<file path="src/rtl/cosMaskPkg.sv">
package cosMaskPkg;
  // COS index width: the association field can name up to 64 classes
  localparam int COS_IDX_W = 6;

  // Strobes from the control decode to the datapath
  typedef struct packed {
    logic                 tableWr;
    logic [COS_IDX_W-1:0] tableIdx;
    logic                 errPulse;
  } ctrlStrobe_t;
endpackage

</file>
<file path="src/rtl/cosMaskCtrl.sv">
module cosMaskCtrl
  import cosMaskPkg::*;
#(
  parameter int MASK_W    = 8,
  parameter int NUM_COS   = 4,
  parameter int ADDR_W    = 12,
  parameter int BASE_ADDR = 'hD10
) (
  input  logic              wrEn,
  input  logic [ADDR_W-1:0] wrAddr,
  input  logic [MASK_W-1:0] wrData,
  output ctrlStrobe_t       strobe
);
  localparam logic [ADDR_W-1:0] BASE_V = ADDR_W'(BASE_ADDR);
  localparam logic [ADDR_W-1:0] LIMIT_V = ADDR_W'(NUM_COS);

  logic [MASK_W:0]   dataExt;
  logic [MASK_W:0]   fillLow;
  logic [MASK_W:0]   fillInc;
  logic              isContig;
  logic [ADDR_W-1:0] offset;
  logic              inWindow;

  always_comb begin
    // Set every bit below the lowest one, then the +1 carry must clear it all
    dataExt  = {1'b0, wrData};
    fillLow  = dataExt | (dataExt - 1'b1);
    fillInc  = fillLow + 1'b1;
    isContig = (wrData != '0) && ((fillLow & fillInc) == '0);

    offset   = wrAddr - BASE_V;
    inWindow = (wrAddr >= BASE_V) && (offset < LIMIT_V);

    strobe.tableWr  = wrEn && inWindow && isContig;
    strobe.tableIdx = offset[COS_IDX_W-1:0];
    strobe.errPulse = wrEn && !(inWindow && isContig);
  end
endmodule

</file>
<file path="src/rtl/cosMaskDatapath.sv">
module cosMaskDatapath
  import cosMaskPkg::*;
#(
  parameter int MASK_W      = 8,
  parameter int NUM_COS     = 4,
  parameter int NUM_THREADS = 2,
  localparam int TID_W      = (NUM_THREADS > 1) ? $clog2(NUM_THREADS) : 1,
  localparam int IDX_W      = (NUM_COS > 1) ? $clog2(NUM_COS) : 1
) (
  input  logic                 clk,
  input  logic                 rstN,
  input  ctrlStrobe_t          strobe,
  input  logic [MASK_W-1:0]    wrData,
  input  logic                 assocWrEn,
  input  logic [TID_W-1:0]     assocThread,
  input  logic [COS_IDX_W-1:0] assocCos,
  input  logic [TID_W-1:0]     curThread,
  output logic [MASK_W-1:0]    lookupMask,
  output logic [COS_IDX_W-1:0] lookupCos,
  output logic                 wrErr
);
  logic [MASK_W-1:0]    maskTable [NUM_COS];
  logic [COS_IDX_W-1:0] threadCos [NUM_THREADS];
  logic [COS_IDX_W-1:0] nextCos;
  logic [MASK_W-1:0]    nextMask;

  for (genvar c = 0; c < NUM_COS; c++) begin : g_maskEntry
    always_ff @(posedge clk or negedge rstN) begin
      if (!rstN) begin
        maskTable[c] <= '1;
      end else if (strobe.tableWr && (strobe.tableIdx == COS_IDX_W'(c))) begin
        maskTable[c] <= wrData;
      end
    end
  end

  for (genvar t = 0; t < NUM_THREADS; t++) begin : g_assocReg
    always_ff @(posedge clk or negedge rstN) begin
      if (!rstN) begin
        threadCos[t] <= '0;
      end else if (assocWrEn && (assocThread == TID_W'(t))) begin
        threadCos[t] <= assocCos;
      end
    end
  end

  // Bypass same-edge writes so the registered lookup is current
  always_comb begin
    if (assocWrEn && (assocThread == curThread)) begin
      nextCos = assocCos;
    end else begin
      nextCos = threadCos[curThread];
    end

    if (nextCos >= COS_IDX_W'(NUM_COS)) begin
      nextMask = '1;
    end else if (strobe.tableWr && (strobe.tableIdx == nextCos)) begin
      nextMask = wrData;
    end else begin
      nextMask = maskTable[nextCos[IDX_W-1:0]];
    end
  end

  always_ff @(posedge clk or negedge rstN) begin
    if (!rstN) begin
      lookupMask <= '1;
      lookupCos  <= '0;
      wrErr      <= 1'b0;
    end else begin
      lookupMask <= nextMask;
      lookupCos  <= nextCos;
      wrErr      <= strobe.errPulse;
    end
  end
endmodule

</file>
<file path="src/rtl/cosMaskTable.sv">
module cosMaskTable
  import cosMaskPkg::*;
#(
  parameter int MASK_W      = 8,
  parameter int NUM_COS     = 4,
  parameter int NUM_THREADS = 2,
  parameter int ADDR_W      = 12,
  parameter int BASE_ADDR   = 'hD10,
  localparam int TID_W      = (NUM_THREADS > 1) ? $clog2(NUM_THREADS) : 1
) (
  input  logic                 clk,
  input  logic                 rstN,
  input  logic                 wrEn,
  input  logic [ADDR_W-1:0]    wrAddr,
  input  logic [MASK_W-1:0]    wrData,
  input  logic                 assocWrEn,
  input  logic [TID_W-1:0]     assocThread,
  input  logic [COS_IDX_W-1:0] assocCos,
  input  logic [TID_W-1:0]     curThread,
  output logic [MASK_W-1:0]    lookupMask,
  output logic [COS_IDX_W-1:0] lookupCos,
  output logic                 wrErr
);
  ctrlStrobe_t strobe;

  cosMaskCtrl #(
    .MASK_W(MASK_W), .NUM_COS(NUM_COS), .ADDR_W(ADDR_W), .BASE_ADDR(BASE_ADDR)
  ) ctrl_i (
    .wrEn(wrEn), .wrAddr(wrAddr), .wrData(wrData), .strobe(strobe)
  );

  cosMaskDatapath #(
    .MASK_W(MASK_W), .NUM_COS(NUM_COS), .NUM_THREADS(NUM_THREADS)
  ) dp_i (
    .clk(clk), .rstN(rstN), .strobe(strobe), .wrData(wrData),
    .assocWrEn(assocWrEn), .assocThread(assocThread), .assocCos(assocCos),
    .curThread(curThread), .lookupMask(lookupMask), .lookupCos(lookupCos),
    .wrErr(wrErr)
  );
endmodule

</file>
<file path="config.mk">
export PLATFORM = sky130hd
export DESIGN_NAME = cosMaskTable
export DESIGN_NICKNAME = d
export VERILOG_FILES = /design/src/rtl/cosMaskPkg.sv /design/src/rtl/cosMaskCtrl.sv /design/src/rtl/cosMaskDatapath.sv /design/src/rtl/cosMaskTable.sv
export SDC_FILE = /design/constraint.sdc
export NUM_CORES = 1
export LEC_CHECK = 0
export ABC_AREA = 1
export BUFFER_PORTS_ARGS = -buffer_cell sky130_fd_sc_hd__buf_2
export CORE_UTILIZATION = 40
export DETAILED_ROUTE_END_ITERATION = 10
export SLEW_MARGIN = 0
export SYNTH_ARGS = -nofsm -noshare
export SYNTH_HDL_FRONTEND = slang
export SYNTH_SLANG_ARGS = --single-unit
</file>
<file path="constraint.sdc">
create_clock -name clk -period 2 [get_ports clk]
set_input_delay 0.6 -clock clk [delete_from_list [all_inputs] [get_ports clk]]
set_output_delay 0.6 -clock clk [all_outputs]
set_load 0.03 [all_outputs]
</file>
Yosys cells after proc, flatten, opt, wreduce, memory -nomap -nowiden. Index checks and enable logic that the tools add are counted.

Equality and inequality tests: 5. Add/sub/neg operators: 3. Reductions and logical operators: 18. Bitwise operators: 5. Multiplexer cells: 9. $lt $le $gt $ge: 5.

Operators with widths (count): $mux W8 (4); $mux W6 (4); $bmux W8 S2 (1); $logic_and A1 B1 Y1 (14); $eq A6 B2 Y1 const B (2); $ge A12 B12 Y1 const B (1); $lt A12 B3 Y1 const B (1); $sub A12 B12 Y12 const B (1); $add A9 B1 Y9 const B (1); $and A9 B9 Y9 (1); $logic_not A9 Y1 (1); $or A8 B9 Y9 (1); $sub A8 B1 Y9 const B (1); $reduce_bool A8 Y1 (1); $eq A6 B1 Y1 const B (1); $eq A6 B6 Y1 (1); $ge A6 B3 Y1 const B (1); $logic_not A6 Y1 (1); $ge A3 B3 Y1 const B (1); $not A2 Y3 (1); $ge A2 B2 Y1 const B (1); $not A1 Y2 (1); $eq A1 B1 Y1 (1); $logic_not A1 Y1 (1); $not A1 Y1 (1).

Output and inout port bits: 15. Bits in registers: 59.

Depth between registers and ports, before layout.
Depth after elaboration: 11. Mapped depth: 13. Gate-level depth less buffers: 12.

Hierarchy. Synthesis repeated with hierarchy kept, for this count alone.

Cell total of the unflattened synthesis: 424. Area, all modules: 3219.3 µm².

Modules (own cells, without submodules): cosMaskDatapath (sequential area each 1526.5 µm², area an instance 2841.5 µm², cells an instance 339, instances 1); cosMaskCtrl (sequential area each 0.0 µm², area an instance 377.9 µm², cells an instance 85, instances 1).

Worst setup path after synthesis. No wires, ideal clock.

Path kind: input to register. From: in wrAddr[5]. To: reg dp_i.maskTable[0] (netlist bit). Setup time: 0.078 ns. Data arrival time: 1.886 ns. Path slack: 0.036 ns. Required time: 1.922 ns. Path buffers: 1. Stages: 12. Cells stage by stage: inv_1 ha_1 nand2_1 nor2_1 nand2_1 nor2_1 nand4_1 nor2_1 nand3_1 buf_2 o21ai_0 inv_1.

Cells in the longest elaborated chain, start to end: 6. Elaborated cells on any way between the ends: 8.

RTL lines: start: declaration (line cosMaskTable.sv:14) `input logic [ADDR_W-1:0] wrAddr,`; $sub A12 B12 Y12 (line cosMaskCtrl.sv:31) `offset = wrAddr - BASE_V;`; $lt A12 B3 Y1 (line cosMaskCtrl.sv:32) `inWindow = (wrAddr >= BASE_V) && (offset < LIMIT_V);`; $logic_and A1 B1 Y1 (line cosMaskCtrl.sv:32); $logic_and A1 B1 Y1 (2 in series) (line cosMaskCtrl.sv:34) `strobe.tableWr = wrEn && inWindow && isContig;`; $logic_and A1 B1 Y1 * (line cosMaskDatapath.sv:31) `end else if (strobe.tableWr && (strobe.tableIdx == COS_IDX_W'(c))) begin`; end signal: indexed assignment (line cosMaskDatapath.sv:32) `maskTable[c] <= wrData;`; end: declaration (line cosMaskDatapath.sv:22) `logic [MASK_W-1:0] maskTable [NUM_COS];`.

Every way passes the cells marked *; elsewhere a longest branch is shown, timed or not. A chain may end at the register's enable or synchronous reset.

Worst setup path in the final report.
From: in wrAddr[5]. To: reg dp_i.maskTable[17] (netlist bit).

Same word-level chain as after synthesis.

==> impl_metrics.toml <==
[run_status]
status = "complete, no violations"

[clocking]
cts_sinks = 59
cts_buffer_depth = 2
cts_htree_levels = 3
clk_latency_ps = 350
tritoncts = "done"
clk_pin_slew_worst_paths_ps = 70
cts_hold_buf = 0
cts_resized = 0
post_cts_buffers = 0
numCtsBuffers = 9
root_buffer = "clkbuf_8"

[yosys]
syn_avg_cell_area_um2 = 7.56
synthArstFlopShare = 1.00
synth_flop_cell = "dfstp_2"
synth_edf_count = 0
ys_seq_elements = 59
netlist_area_mm2 = 0.00330
ys_seq_area_frac = 0.462
netlist_instances = 437
ys_types = 30
syn_nets = 471
ys_warn_count = 0

[global_routing]
grt_overflow = 0
grt_pass1_wl_mm = 14.1
antenna_found_initial = 0
grt_util_met1 = 0.309
grt_max_degree = 22
grt_use_met2 = 0.316
grt_use_total = 0.216
busiest_layer = "met2"
grt_pass1_vias = 2889
use_met3 = 0.0345

[timing]
worst_slew_pin_slew_ps = 366
finalCriticalPeriod_ps = 1890
setup_viol = 0
hold_viol = 0
drv_slew = 0
skew_ps = 11.3
fin_crit_sh = 0.947
fmax_ghz = 0.528
hold_slack_ps = 154
maxSlewHeadroom = 0.753
rsz0062_at_grt = "yes"

[worst_setup_path]
crit_start = "wrAddr[5]"
cp-end-kind = "flip-flop"
cp-endpoint = "dp_i.maskTable[17]"
critPathArrivalTime_ps = 2170
timing.rr.start = "dp_i.threadCos[4]"
crit_type = "input pin to flip-flop"
critPathLaunchType = "input pin"
rr_endpoint = "dp_i.lookupMask[4]"
rrSetupSlack_ps = 290
worst-path-max-fanout = 16
cp.required_ps = 2270
reg2reg_depth = 6

[die]
die_w_um = 92.9
io_pins = 47
fp-row-count = 32
die_h_um = 92.9
initial_core_util = 0.421
coreArea_mm2 = 0.00785
dieArea_mm2 = 0.00863

[final_layout]
fin_nets = 570
multi_input_area_mm2 = 0.00147
fillers = 803
drive_gt1_frac = 0.327
finalNonFillerCells = 643
n_antenna_cell = 0
final_common_cell = "nand2_1"
regArea_mm2 = 0.00153
fin_util = 0.542
syn_to_final_growth_pct = 28.8
final_cell_mix = "nand2_1 (139), inv_1 (71), o21ai_0 (47)"

[routing]
totalWireLength_mm = 8.43
drc = 0
ant_nets = 0
routed_via_density = 4.75
firstDrtPassIters = 5
initialDrtViolationCount = 183
wl_per_cell_um = 13.1
num_vias = 3057

[run]
cap_violations = 0

[power]
irDropWorstVdd_mv = 0.318
leakage_nw = 2.20
power_density_mw_per_mm2 = 699

[place]
numPortBuffers = 46
dpl.hpwl_mm = 6.42
place_inst = 627
place_congestion = 0.812

[min_path]
min_path_type = "input pin to async pin"
==> sequential cells by signal, summed over array words and instances (netlist names) <==
name	flops
dp_i.maskTable	32
dp_i.threadCos	12
dp_i.lookupMask	8
dp_i.lookupCos	6
dp_i.wrErr	1
==> area by class of cell <==
class                      instances  area share
clock inverter                     5     0.00853
clock buffer                      11      0.0356
sequential                        59       0.359
multi-input combinational        297       0.345
inverter                          72      0.0635
tap                              102      0.0300
timing repair buffer              97       0.159
==> synth_stat cells, drive strengths merged, types with 2 or more instances <==
cell type | count | area share
buf | 6 | 0.011
clkbuf | 3 | 0.0038
dfrtp | 19 | 0.14
dfstp | 40 | 0.32
ha | 2 | 0.0076
inv | 72 | 0.082
nand2 | 147 | 0.18
nand3 | 35 | 0.062
nand4 | 10 | 0.019
nor2 | 35 | 0.059
nor3 | 4 | 0.011
o21ai | 52 | 0.079
o22ai | 8 | 0.015
==> power breakdown <==
group	switching (mW)	total, mW	leakage [nW]	internal, mW
Combinational	0.400	0.653	1.46	0.253
Sequential	0.0206	1.28	0.648	1.26
Clock	0.520	1.04	0.0880	0.518
==> cells by family after synthesis <==
kind of cell | after synthesis | synth area share
simple gates | 234 | 0.338
buf+inv | 81 | 0.0966
flops | 59 | 0.462
compound gates | 61 | 0.0962
fa+ha+maj | 2 | 0.00757
==> layer usage <==
| layer | part of all wire | wire length [µm] | up-vias |
|---|---|---|---|
| met4 | 0.025 | 214 | 0 |
| met1 | 0.50 | 4180 | 1402 |
| met5 | 0 | 0 | - |
| met3 | 0.037 | 316 | 16 |
| li1 | - | - | 1578 |
| met2 | 0.44 | 3720 | 61 |
==> worst max-delay path: stages <==
cell and delay, ps:
buf_2 100, inv_1 80, ha_1 180, nand2_1 60, nor2_1 90, nand2_1 110, nor2_1 110, nand4_1 110
nor2_2 140, nand3_1 100, buf_4 200, o21ai_0 200, inv_1 60
==> worst min path at each step <==
stage	from	endpoint	slack [ps]	depth (start not counted)
after global placement	dp_i.maskTable[12]	dp_i.maskTable[12]	450	2
final	rstN	dp_i.threadCos[3]	150	1
after floorplan	rstN	dp_i.lookupCos[0]	300	0
after global routing	rstN	dp_i.threadCos[3]	160	1
after CTS	rstN	dp_i.threadCos[3]	150	1
after detailed placement	dp_i.maskTable[8]	dp_i.maskTable[8]	460	2
==> per-stage QoR <==
step | cell area [µm²] | total power, mW | TNS (ps) | worst slack (ps)
6_report | 4250 | 2.97 | 0 | 106
5_1_grt | 4250 | 3.14 | -42.2 | -20.9
4_1_cts | 4250 | 3.01 | 0 | 40.8
3_5_place_dp | 4060 | 1.95 | -8610 | -269
3_3_place_gp | 4060 | 1.95 | -5570 | -175
2_1_floorplan | 3300 | 1.65 | 0 | 36.4
(Power assumes the default switching activity.)
